==> src/rtl/btb_pkg.sv <==
package btb_pkg;
  typedef enum logic [1:0] {
    OUT_OK         = 2'b00,
    OUT_BAD_HIT    = 2'b01,
    OUT_TAKEN_MISS = 2'b10
  } outcome_e;
endpackage

==> src/rtl/btb_cam.sv <==
module btb_cam #(
  parameter int N  = 16,
  parameter int TW = 30,
  localparam int IW = $clog2(N)
) (
  input  logic          valid_i [N],
  input  logic [TW-1:0] tag_i   [N],
  input  logic [TW-1:0] key_i,
  output logic          hit_o,
  output logic [IW-1:0] idx_o,
  output logic [N-1:0]  match_o
);
  for (genvar g = 0; g < N; g++) begin : g_cmp
    assign match_o[g] = valid_i[g] && (tag_i[g] == key_i);
  end

  assign hit_o = |match_o;

  // entries are kept unique, so an OR of matching indices is exact
  always_comb begin
    idx_o = '0;
    for (int i = 0; i < N; i++)
      if (match_o[i]) idx_o = idx_o | IW'(i);
  end
endmodule

==> src/rtl/btb_store.sv <==
module btb_store #(
  parameter int N  = 16,
  parameter int TW = 30,
  localparam int IW = $clog2(N)
) (
  input  logic          clk_i,
  input  logic          rst_ni,
  input  logic          wr_en_i,
  input  logic [IW-1:0] wr_idx_i,
  input  logic [TW-1:0] wr_tag_i,
  input  logic [TW-1:0] wr_tgt_i,
  input  logic          inv_en_i,
  input  logic [IW-1:0] inv_idx_i,
  output logic          valid_o [N],
  output logic [TW-1:0] tag_o   [N],
  output logic [TW-1:0] tgt_o   [N]
);
  for (genvar g = 0; g < N; g++) begin : g_ent
    always_ff @(posedge clk_i or negedge rst_ni) begin
      if (!rst_ni) begin
        valid_o[g] <= 1'b0;
      end else if (wr_en_i && wr_idx_i == IW'(g)) begin
        valid_o[g] <= 1'b1;
      end else if (inv_en_i && inv_idx_i == IW'(g)) begin
        valid_o[g] <= 1'b0;
      end
    end

    always_ff @(posedge clk_i or negedge rst_ni) begin
      if (!rst_ni) begin
        tag_o[g] <= '0;
        tgt_o[g] <= '0;
      end else if (wr_en_i && wr_idx_i == IW'(g)) begin
        tag_o[g] <= wr_tag_i;
        tgt_o[g] <= wr_tgt_i;
      end
    end
  end
endmodule

==> src/rtl/btb_alloc.sv <==
module btb_alloc #(
  parameter int N = 16,
  localparam int IW = $clog2(N)
) (
  input  logic          clk_i,
  input  logic          rst_ni,
  input  logic          adv_i,
  output logic [IW-1:0] ptr_o
);
  always_ff @(posedge clk_i or negedge rst_ni) begin
    if (!rst_ni)    ptr_o <= '0;
    else if (adv_i) ptr_o <= (ptr_o == IW'(N - 1)) ? '0 : ptr_o + 1'b1;
  end
endmodule

==> src/rtl/btb_resolve.sv <==
module btb_resolve
  import btb_pkg::*;
#(
  parameter int N    = 16,
  parameter int PC_W = 32,
  localparam int IW  = $clog2(N),
  localparam int TW  = PC_W - 2
) (
  input  logic            clk_i,
  input  logic            rst_ni,
  input  logic            res_valid_i,
  input  logic [PC_W-1:0] res_pc_i,
  input  logic            res_taken_i,
  input  logic [PC_W-1:0] res_target_i,
  input  logic            res_hit_i,
  input  logic [PC_W-1:0] res_pred_npc_i,
  input  logic            found_i,
  input  logic [IW-1:0]   found_idx_i,
  input  logic [IW-1:0]   rr_ptr_i,
  output logic            wr_en_o,
  output logic [IW-1:0]   wr_idx_o,
  output logic [TW-1:0]   wr_tag_o,
  output logic [TW-1:0]   wr_tgt_o,
  output logic            inv_en_o,
  output logic            adv_o,
  output logic            kill_o,
  output logic            redirect_o,
  output logic [PC_W-1:0] redirect_pc_o,
  output logic [1:0]      outcome_o
);
  outcome_e        cls;
  logic            bad;
  logic [PC_W-1:0] fix_pc;

  always_comb begin
    cls = OUT_OK;
    if (res_hit_i) begin
      if (!res_taken_i || res_target_i != res_pred_npc_i) cls = OUT_BAD_HIT;
    end else if (res_taken_i) begin
      cls = OUT_TAKEN_MISS;
    end
  end

  assign bad    = (cls != OUT_OK);
  assign fix_pc = res_taken_i ? res_target_i : res_pc_i + PC_W'(4);

  // table update: taken writes (existing slot or new), not-taken drops
  assign wr_en_o  = res_valid_i && res_taken_i;
  assign wr_idx_o = found_i ? found_idx_i : rr_ptr_i;
  assign wr_tag_o = res_pc_i[PC_W-1:2];
  assign wr_tgt_o = res_target_i[PC_W-1:2];
  assign adv_o    = wr_en_o && !found_i;
  assign inv_en_o = res_valid_i && !res_taken_i && found_i;

  always_ff @(posedge clk_i or negedge rst_ni) begin
    if (!rst_ni) begin
      kill_o        <= 1'b0;
      redirect_o    <= 1'b0;
      redirect_pc_o <= '0;
      outcome_o     <= OUT_OK;
    end else begin
      kill_o     <= res_valid_i && bad;
      redirect_o <= res_valid_i && bad;
      if (res_valid_i) begin
        redirect_pc_o <= fix_pc;
        outcome_o     <= cls;
      end
    end
  end
endmodule

==> src/rtl/btb_top.sv <==
module btb_top
  import btb_pkg::*;
#(
  parameter int N    = 16,
  parameter int PC_W = 32,
  localparam int IW  = $clog2(N),
  localparam int TW  = PC_W - 2
) (
  input  logic            clk_i,
  input  logic            rst_ni,
  input  logic [PC_W-1:0] fetch_pc_i,
  output logic            pred_hit_o,
  output logic [PC_W-1:0] pred_npc_o,
  input  logic            res_valid_i,
  input  logic [PC_W-1:0] res_pc_i,
  input  logic            res_taken_i,
  input  logic [PC_W-1:0] res_target_i,
  input  logic            res_hit_i,
  input  logic [PC_W-1:0] res_pred_npc_i,
  output logic            kill_o,
  output logic            redirect_o,
  output logic [PC_W-1:0] redirect_pc_o,
  output logic [1:0]      outcome_o
);
  logic          ent_valid [N];
  logic [TW-1:0] ent_tag   [N];
  logic [TW-1:0] ent_tgt   [N];

  logic          f_hit, r_hit;
  logic [IW-1:0] f_idx, r_idx;
  logic [N-1:0]  f_match, r_match;

  logic          wr_en, inv_en, adv;
  logic [IW-1:0] wr_idx, rr_ptr;
  logic [TW-1:0] wr_tag, wr_tgt;

  btb_cam #(.N(N), .TW(TW)) u_fetch_cam (
    .valid_i(ent_valid), .tag_i(ent_tag), .key_i(fetch_pc_i[PC_W-1:2]),
    .hit_o(f_hit), .idx_o(f_idx), .match_o(f_match)
  );

  btb_cam #(.N(N), .TW(TW)) u_res_cam (
    .valid_i(ent_valid), .tag_i(ent_tag), .key_i(res_pc_i[PC_W-1:2]),
    .hit_o(r_hit), .idx_o(r_idx), .match_o(r_match)
  );

  btb_store #(.N(N), .TW(TW)) u_store (
    .clk_i, .rst_ni,
    .wr_en_i(wr_en), .wr_idx_i(wr_idx), .wr_tag_i(wr_tag), .wr_tgt_i(wr_tgt),
    .inv_en_i(inv_en), .inv_idx_i(r_idx),
    .valid_o(ent_valid), .tag_o(ent_tag), .tgt_o(ent_tgt)
  );

  btb_alloc #(.N(N)) u_alloc (
    .clk_i, .rst_ni, .adv_i(adv), .ptr_o(rr_ptr)
  );

  btb_resolve #(.N(N), .PC_W(PC_W)) u_resolve (
    .clk_i, .rst_ni,
    .res_valid_i, .res_pc_i, .res_taken_i, .res_target_i, .res_hit_i, .res_pred_npc_i,
    .found_i(r_hit), .found_idx_i(r_idx), .rr_ptr_i(rr_ptr),
    .wr_en_o(wr_en), .wr_idx_o(wr_idx), .wr_tag_o(wr_tag), .wr_tgt_o(wr_tgt),
    .inv_en_o(inv_en), .adv_o(adv),
    .kill_o, .redirect_o, .redirect_pc_o, .outcome_o
  );

  assign pred_hit_o = f_hit;
  assign pred_npc_o = f_hit ? {ent_tgt[f_idx], 2'b00} : fetch_pc_i + PC_W'(4);
endmodule

==> config.mk <==
export PLATFORM = sky130hd
export DESIGN_NAME = btb_top
export DESIGN_NICKNAME = d
export VERILOG_FILES = /design/src/rtl/btb_pkg.sv /design/src/rtl/btb_cam.sv /design/src/rtl/btb_store.sv /design/src/rtl/btb_alloc.sv /design/src/rtl/btb_resolve.sv /design/src/rtl/btb_top.sv
export SDC_FILE = /design/constraint.sdc
export NUM_CORES = 2
export LEC_CHECK = 0
export BUFFER_PORTS_ARGS = -buffer_cell sky130_fd_sc_hd__buf_2
export CORE_MARGIN = 3
export CORE_UTILIZATION = 55
export CTS_CLUSTER_DIAMETER = 150
export DETAILED_ROUTE_END_ITERATION = 8
export GPL_ROUTABILITY_DRIVEN = 0
export PLACE_DENSITY = 0.69
export RECOVER_POWER = 25
export SETUP_SLACK_MARGIN = 0.05
export SLEW_MARGIN = 20
export SYNTH_ARGS = -nofsm -noshare
export SYNTH_HDL_FRONTEND = slang
export SYNTH_SLANG_ARGS = --single-unit
==> constraint.sdc <==
create_clock -name clk_i -period 3.6 [get_ports clk_i]
set_clock_uncertainty 0.2 [all_clocks]
set_input_delay 0.18 -clock clk_i [delete_from_list [all_inputs] [get_ports clk_i]]
set_output_delay 0.18 -clock clk_i [all_outputs]
set_load 0.05 [all_outputs]
# After elaboration in Yosys (flattened, before gate mapping)
# Cells that the tools add are included.
# Widths: inputs -> output; s select.
[word_totals] register_bits=1015 input_bits=133 output_inout_bits=69 elab_cells=286
[op_classes] add_sub_neg=3 order_cmp=1 n_eq_ne=64 n_mux=72 n_bitwise=1 reduce_logical=93
[ops] op="$eq 30x30->1" n=32
[ops] op="$bmux 30 s4" n=1
[ops] op="$mux 4" n=18
[ops] op="$logic_and 1x1->1" n=69
[ops] op="$eq 4x4->1 const B" n=17
[ops] op="$add 32x3->32 const B" n=2
[ops] op="$mux 32" n=2
[ops] op="$mux 30" n=2
[ops] op="$mux 1" n=35
[ops] op="$reduce_bool 2->1" n=17
[ops] op="$eq 4x3->1 const B" n=8
[ops] op="$ne 32x32->1" n=1
[ops] op="$reduce_or 16->1" n=2
[ops] op="$mux 3" n=8
[ops] op="$eq 4x2->1 const B" n=4
[ops] op="$mux 2" n=6
[ops] op="$eq 4x1->1 const B" n=2
[ops] op="$logic_not 4->1" n=2
[ops] op="$ge 5x5->1 const B" n=1
[ops] op="$not 4->5" n=1
[ops] op="$add 4x1->4 const B" n=1
[ops] op="$logic_not 1->1" n=2
[ops] op="$logic_or 1x1->1" n=1

# Logic depth before layout (Yosys ltp)
[depth] word_depth=22 depth_mapped=16 ltp_nobuf=10

# By module
# From an unflattened synthesis, not the netlist that was laid out.
[hier_totals] cells_unflattened=4406 area_unflattened_um2=55992.5
[modules_own_cells] module="btb_store" instances=1 cells_each=2167 area_per_inst_um2=36333.6 seq_area_each_um2=24423.4
[modules_own_cells] module="btb_cam" instances=2 cells_each=724 area_per_inst_um2=5903.2 seq_area_each_um2=0.0
[modules_own_cells] module="btb_top" instances=1 cells_each=407 area_per_inst_um2=4663.2 seq_area_each_um2=0.0
[modules_own_cells] module="btb_resolve" instances=1 cells_each=367 area_per_inst_um2=3009.1 seq_area_each_um2=875.8
[modules_own_cells] module="btb_alloc" instances=1 cells_each=17 area_per_inst_um2=180.2 seq_area_each_um2=100.1

# Worst setup path before layout
# OpenSTA, ideal clock, no wires.
[synth_path] kind="register -> output" startpoint="register u_store.tag_o[325] (netlist bit)" endpoint="output port pred_npc_o[23]" arrival_time_ps=3661 required_time_ps=3220 setup_slack_ps=-441 stages_incl_launch_ff=12 path_buffers=2 path_cell_list="dfrtp_1 xor2_1 or4b_1 nor4_1 a22oi_1 nand2_1 or2_1 buf_2 or2_1 clkbuf_1 nor2_1 nor3_1"
[synth_between] elab_cells_between_ends=19 classes_between="eq/ne (1); mux (15); bitwise (1); reduce/logical (2)"
[synth_rtl] item="start: declaration" line="btb_store.sv:15" source="output logic [TW-1:0] tag_o [N],"
[synth_rtl] item="start signal: indexed assignment" line="btb_store.sv:34" source="tag_o[g] <= wr_tag_i;"
[synth_rtl] item="$eq 30x30->1" line="btb_cam.sv:14" source="assign match_o[g] = valid_i[g] && (tag_i[g] == key_i);"
[synth_rtl] item="$logic_and 1x1->1" line="btb_cam.sv:14"
[synth_rtl] item="$reduce_or 16->1" line="btb_cam.sv:17" source="assign hit_o = |match_o;"
[synth_rtl] item="net pred_hit_o" line="btb_top.sv:12" source="output logic pred_hit_o,"
[synth_rtl] item="$mux 32" line="btb_top.sv:68" source="assign pred_npc_o = f_hit ? {ent_tgt[f_idx], 2'b00} : fetch_pc_i + PC_W'(4);"
[synth_rtl] item="end: declaration" line="btb_top.sv:13" source="output logic [PC_W-1:0] pred_npc_o,"
# The timed path passes the listed nets, and every way through them passes these cells. The select of a mux whose other input is x is not followed.

# Worst setup path after layout
[layout_path] startpoint="register u_store.tag_o[70] (netlist bit)" endpoint="output port pred_npc_o[8]"
[layout_between] elab_chain_cells=10 elab_cells_between_ends=11 classes_between="eq/ne (1); mux (7); bitwise (1); reduce/logical (2)"
[layout_rtl] item="$eq 30x30->1 *" line="btb_cam.sv:14"
[layout_rtl] item="$logic_and 1x1->1 *" line="btb_cam.sv:14"
[layout_rtl] item="$mux 4 (3 in a row)" line="btb_cam.sv:23" source="if (match_o[i]) idx_o = idx_o | IW'(i);"
[layout_rtl] item="$not 4->5 (implied by the code)" line="btb_top.sv:68"
[layout_rtl] item="$bmux 30 s4" line="btb_top.sv:68"
[layout_rtl] item="$mux 30 (implied by the code) (2 in a row)" line="btb_top.sv:68"
[layout_rtl] item="$mux 32 *" line="btb_top.sv:68"
# Mark *: on every way between the ends. The rest lies on a longest branch, timed or not. The select of a mux whose other input is x is not followed.

==> metrics <==
status finished with violations; initial antenna violation count 13; Leakage between 30 and 40 nW; Min-Delay Path Class primary input to flip-flop; critical path class flip-flop to output port; Storage cell area 0.02541 sq mm; sequential fraction of the synthesis area 43.15%; Max clock buf depth 3; Post-Syn Nets 5059; Critical Path RT ~3.2 ns; layout cells sized above 1 between 40% and 50%; row count approximately 120; Power Density 693.8 mW/mm^2; Cell Area, Synth 0.05886 sq mm; Ys Warns 0; Initial Utilization a little under three fifths; R2R Path Start u_store.tag_o[87]; synthesized flop and latch total approximately 1000; pin count of the biggest net entering global routing about 100; critical path's slowest cell dfrtp_1; Total GRT Usage about two fifths; Hold Vio Cnt, Final 0; max frequency 218.4 MHz; startpoint types flip-flop; worst vdd rail ir drop just over 0.5 mV; Worst path top cell family by delay buffers and inverters; Sink Count around 1000; min Tclk post-route approximately 4.6 ns; per-cell routed wire length roughly 32 um; drt first-iter violations 5621; Tightest Pin Transition just over 2 ns; first-pass GRT wire length 322.4 mm; Clock Latency Late Sink approximately 0.73 ns; I/O pins 202; critical path data arrival time 4.20 ns; hold path depth 3; max-slew violation count between 100 and 150; Core ar. approximately 0.11 sq mm; GRT overflow 0; Power Total approximately 0.054 W; Most used DFF post-synth dfrtp_1; DPL Wire Length about 150 mm; cells along the critical path xnor2_1, nand4_1, nor4_4, a22oi_2, buf_6, buf_12, nand4_1, buf_6, clkbuf_16, buf_12, mux2i_1, mux2i_1, mux2i_1, a21o_1, o21ai_2, buf_12; relative slew slack -36.74%; Synth Instances slightly below 5000; Critical Path Fanout Max 8; TritonCTS clock tree yes; CP bufs+invs 6; Remaining DRCs 0; die area 0.1110 sq mm; Area Overhead vs Synth 31.86%; Post-Route WL 237.4 mm; Vias/cell 6.578; final worst slack -0.9790 ns; cells on worst reg2reg path 15; hold worst-path end u_store.tag_o[25]; via count between 40000 and 50000; htree depth 3; multi-input combinational cell area 0.03324 sq mm; nets@finish 6020; count of port buffers added during placement 201; failing checks capacitance limit, slew limit, setup timing; vias in the first global route ~48000; Vert. Die Dim between 300 and 400 um; First-pass DRT Iterations 6; pre-CTS WS -0.6347 ns; Worst path max stage delay 0.42 ns; Num CTS Buffers roughly 110; DIE WIDTH approximately 330 um; hold path start res_pc_i[27]; Worst-path clk slew approximately 0.070 ns; Root Buffer clkbuf_16; Routed Antenna Nets 0; R2R setup slack -0.31 ns; Max-Cap Viols 4; crit end category output port; number of synthesized flops with an enable pin 0; Mapped Avg Cell Area 11.96 sq um; DP Area 0.06769 sq mm; # setup viols final between 1000 and 1500; Post-synth ARST share between 90% and 100%; Distinct cells, synth 73; RSZ-0062 raised after global routing true; design area around 0.078 sq mm; Worst R2R End u_store.tgt_o[185]; Layout fillers around 6500; fin crit share 127.2%
-- cell usage after synthesis (6+ instances only) --
master	instances	area share, %
buf_1	21	0.13
mux2_1	386	7.4
a21oi_1	35	0.30
mux2_4	241	6.1
inv_1	16	0.10
a21o_1	18	0.23
mux2i_1	231	3.9
dfrtp_1	1015	43
nand3_1	105	0.89
a311oi_1	10	0.15
nor4_1	130	1.4
nand4_1	326	3.5
buf_2	83	0.71
a31oi_1	10	0.11
a32oi_1	8	0.12
clkbuf_1	120	0.77
xor2_1	239	3.6
nand2_1	174	1.1
o21ai_0	79	0.67
o211ai_1	6	0.077
and3_1	16	0.17
and4_1	9	0.13
o21ai_1	25	0.21
nor2_4	10	0.19
nor2_8	6	0.20
xnor2_1	808	12
o2bb2ai_1	8	0.12
mux2_2	393	7.5
buf_4	136	1.7
a211oi_1	17	0.22
nor2_1	76	0.48
buf_6	67	1.3
nor3_1	14	0.12
nand4b_1	7	0.10
a22oi_1	14	0.18
-- worst max-delay path by stage --
stage	cells past startpoint	slack [ns]	start	end
after detailed placement	15	-0.63	fetch_pc_i[24]	pred_npc_o[3]
after global routing	17	-1.01	u_store.tag_o[1]	pred_npc_o[8]
after global placement	18	-0.57	fetch_pc_i[16]	pred_npc_o[21]
after CTS	16	-0.73	u_store.tag_o[69]	pred_npc_o[3]
final	16	-0.98	u_store.tag_o[70]	pred_npc_o[8]
after floorplan	11	-0.05	u_store.tag_o[325]	pred_npc_o[23]
-- tightest hold or removal path: cells and delay by family --
kind | cells | cell delay [ns]
multiplexers | 1 | 0.15
buffers and inverters | 2 | 0.55
-- cells by family (layout without fill, tap and decap cells) --
kind of cell               Yosys count  after routing  synth area share [%]
adders and majority gates            3              3               0.06378
and+or+nand+nor                    900            901                 8.596
muxes                             1251           1251                 24.98
xor gates and xnor gates          1047           1047                 15.58
DFF                               1015           1015                 43.15
AOI/OAI and AO/OA                  264            264                 2.908
buffers and inverters              443           1489                 4.723
other                                0              5                     0
-- power breakdown --
group / leakage (nW) / switching (W) / total (W) / internal (W)
logic: 19.2 / 0.00894 / 0.0209 / 0.0119
clock network: 1.79 / 0.00501 / 0.0118 / 0.00682
registers: 13.0 / 0.00483 / 0.0211 / 0.0163
-- placed cells by master (no fill, tap or decap), drive strengths merged, types with 36 or more instances in the layout --
| cell | synthesis | layout |
|---|---|---|
| o21ai | 104 | 104 |
| nor4 | 130 | 130 |
| mux2 | 1020 | 1020 |
| nor2 | 94 | 94 |
| xor2 | 239 | 239 |
| clkbuf | 120 | 199 |
| xnor2 | 808 | 808 |
| buf | 307 | 1143 |
| dfrtp | 1015 | 1015 |
| a21oi | 36 | 36 |
| nand4 | 327 | 327 |
| mux2i | 231 | 231 |
| nand3 | 106 | 106 |
| dlygate4sd3 | 0 | 80 |
| nand2 | 175 | 175 |
-- layer usage --
layer  track usage (%)  up-vias  share of wire, %
li1                  -    19360                 -
met1             51.68    24300                36
met2             57.35     3633                42
met3             11.38     1156                14
met4             23.12        8               8.2
met5                 0        -             0.023
-- sequential cells by signal, indices dropped and copies added, names as in the netlist --
name and cells:
u_store.valid_o 16, u_resolve.redirect_pc_o 32, u_store.tgt_o 480, u_resolve.outcome_o 2, u_store.tag_o 480, u_resolve.redirect_o 1, u_alloc.ptr_o 4
-- timing repair --
item,in CTS,in global routing
resized for setup,358,327
setup buffers,52,49
endpoints found under the hold margin,1473,34
cloned,18,41
hold buffers,90,5
setup endpoints to repair,383,1014
pin swaps,77,61
-- cell type report --
cell class,instances,share of cell area [%]
Multi-Input combinational cell,3466,42.83
Sequential cell,1015,32.74
Timing Repair Buffer,1279,17.35
Clock buffer,148,3.959
Tap cell,1391,2.242
Clock inverter,46,0.7867
Inverter,16,0.07738
Antenna cell,5,0.01612
-- metrics by stage --
stage | std cells | util, % | TNS, ns | hold WS (ns)
after floorplan | 4923 | - | -0.04846 | -0.3156
after global placement | 6919 | 64.03 | -109.30 | 0.04362
after detailed placement | 6919 | 64.03 | -112.39 | 0.04328
after CTS | 7271 | 70.91 | -568.46 | 0.01221
after global routing | 7362 | 73.41 | -213.04 | -0.01561
final | 7366 | 73.42 | -186.04 | 0.002016
No activity file was read; power rests on OpenSTA's default activity.
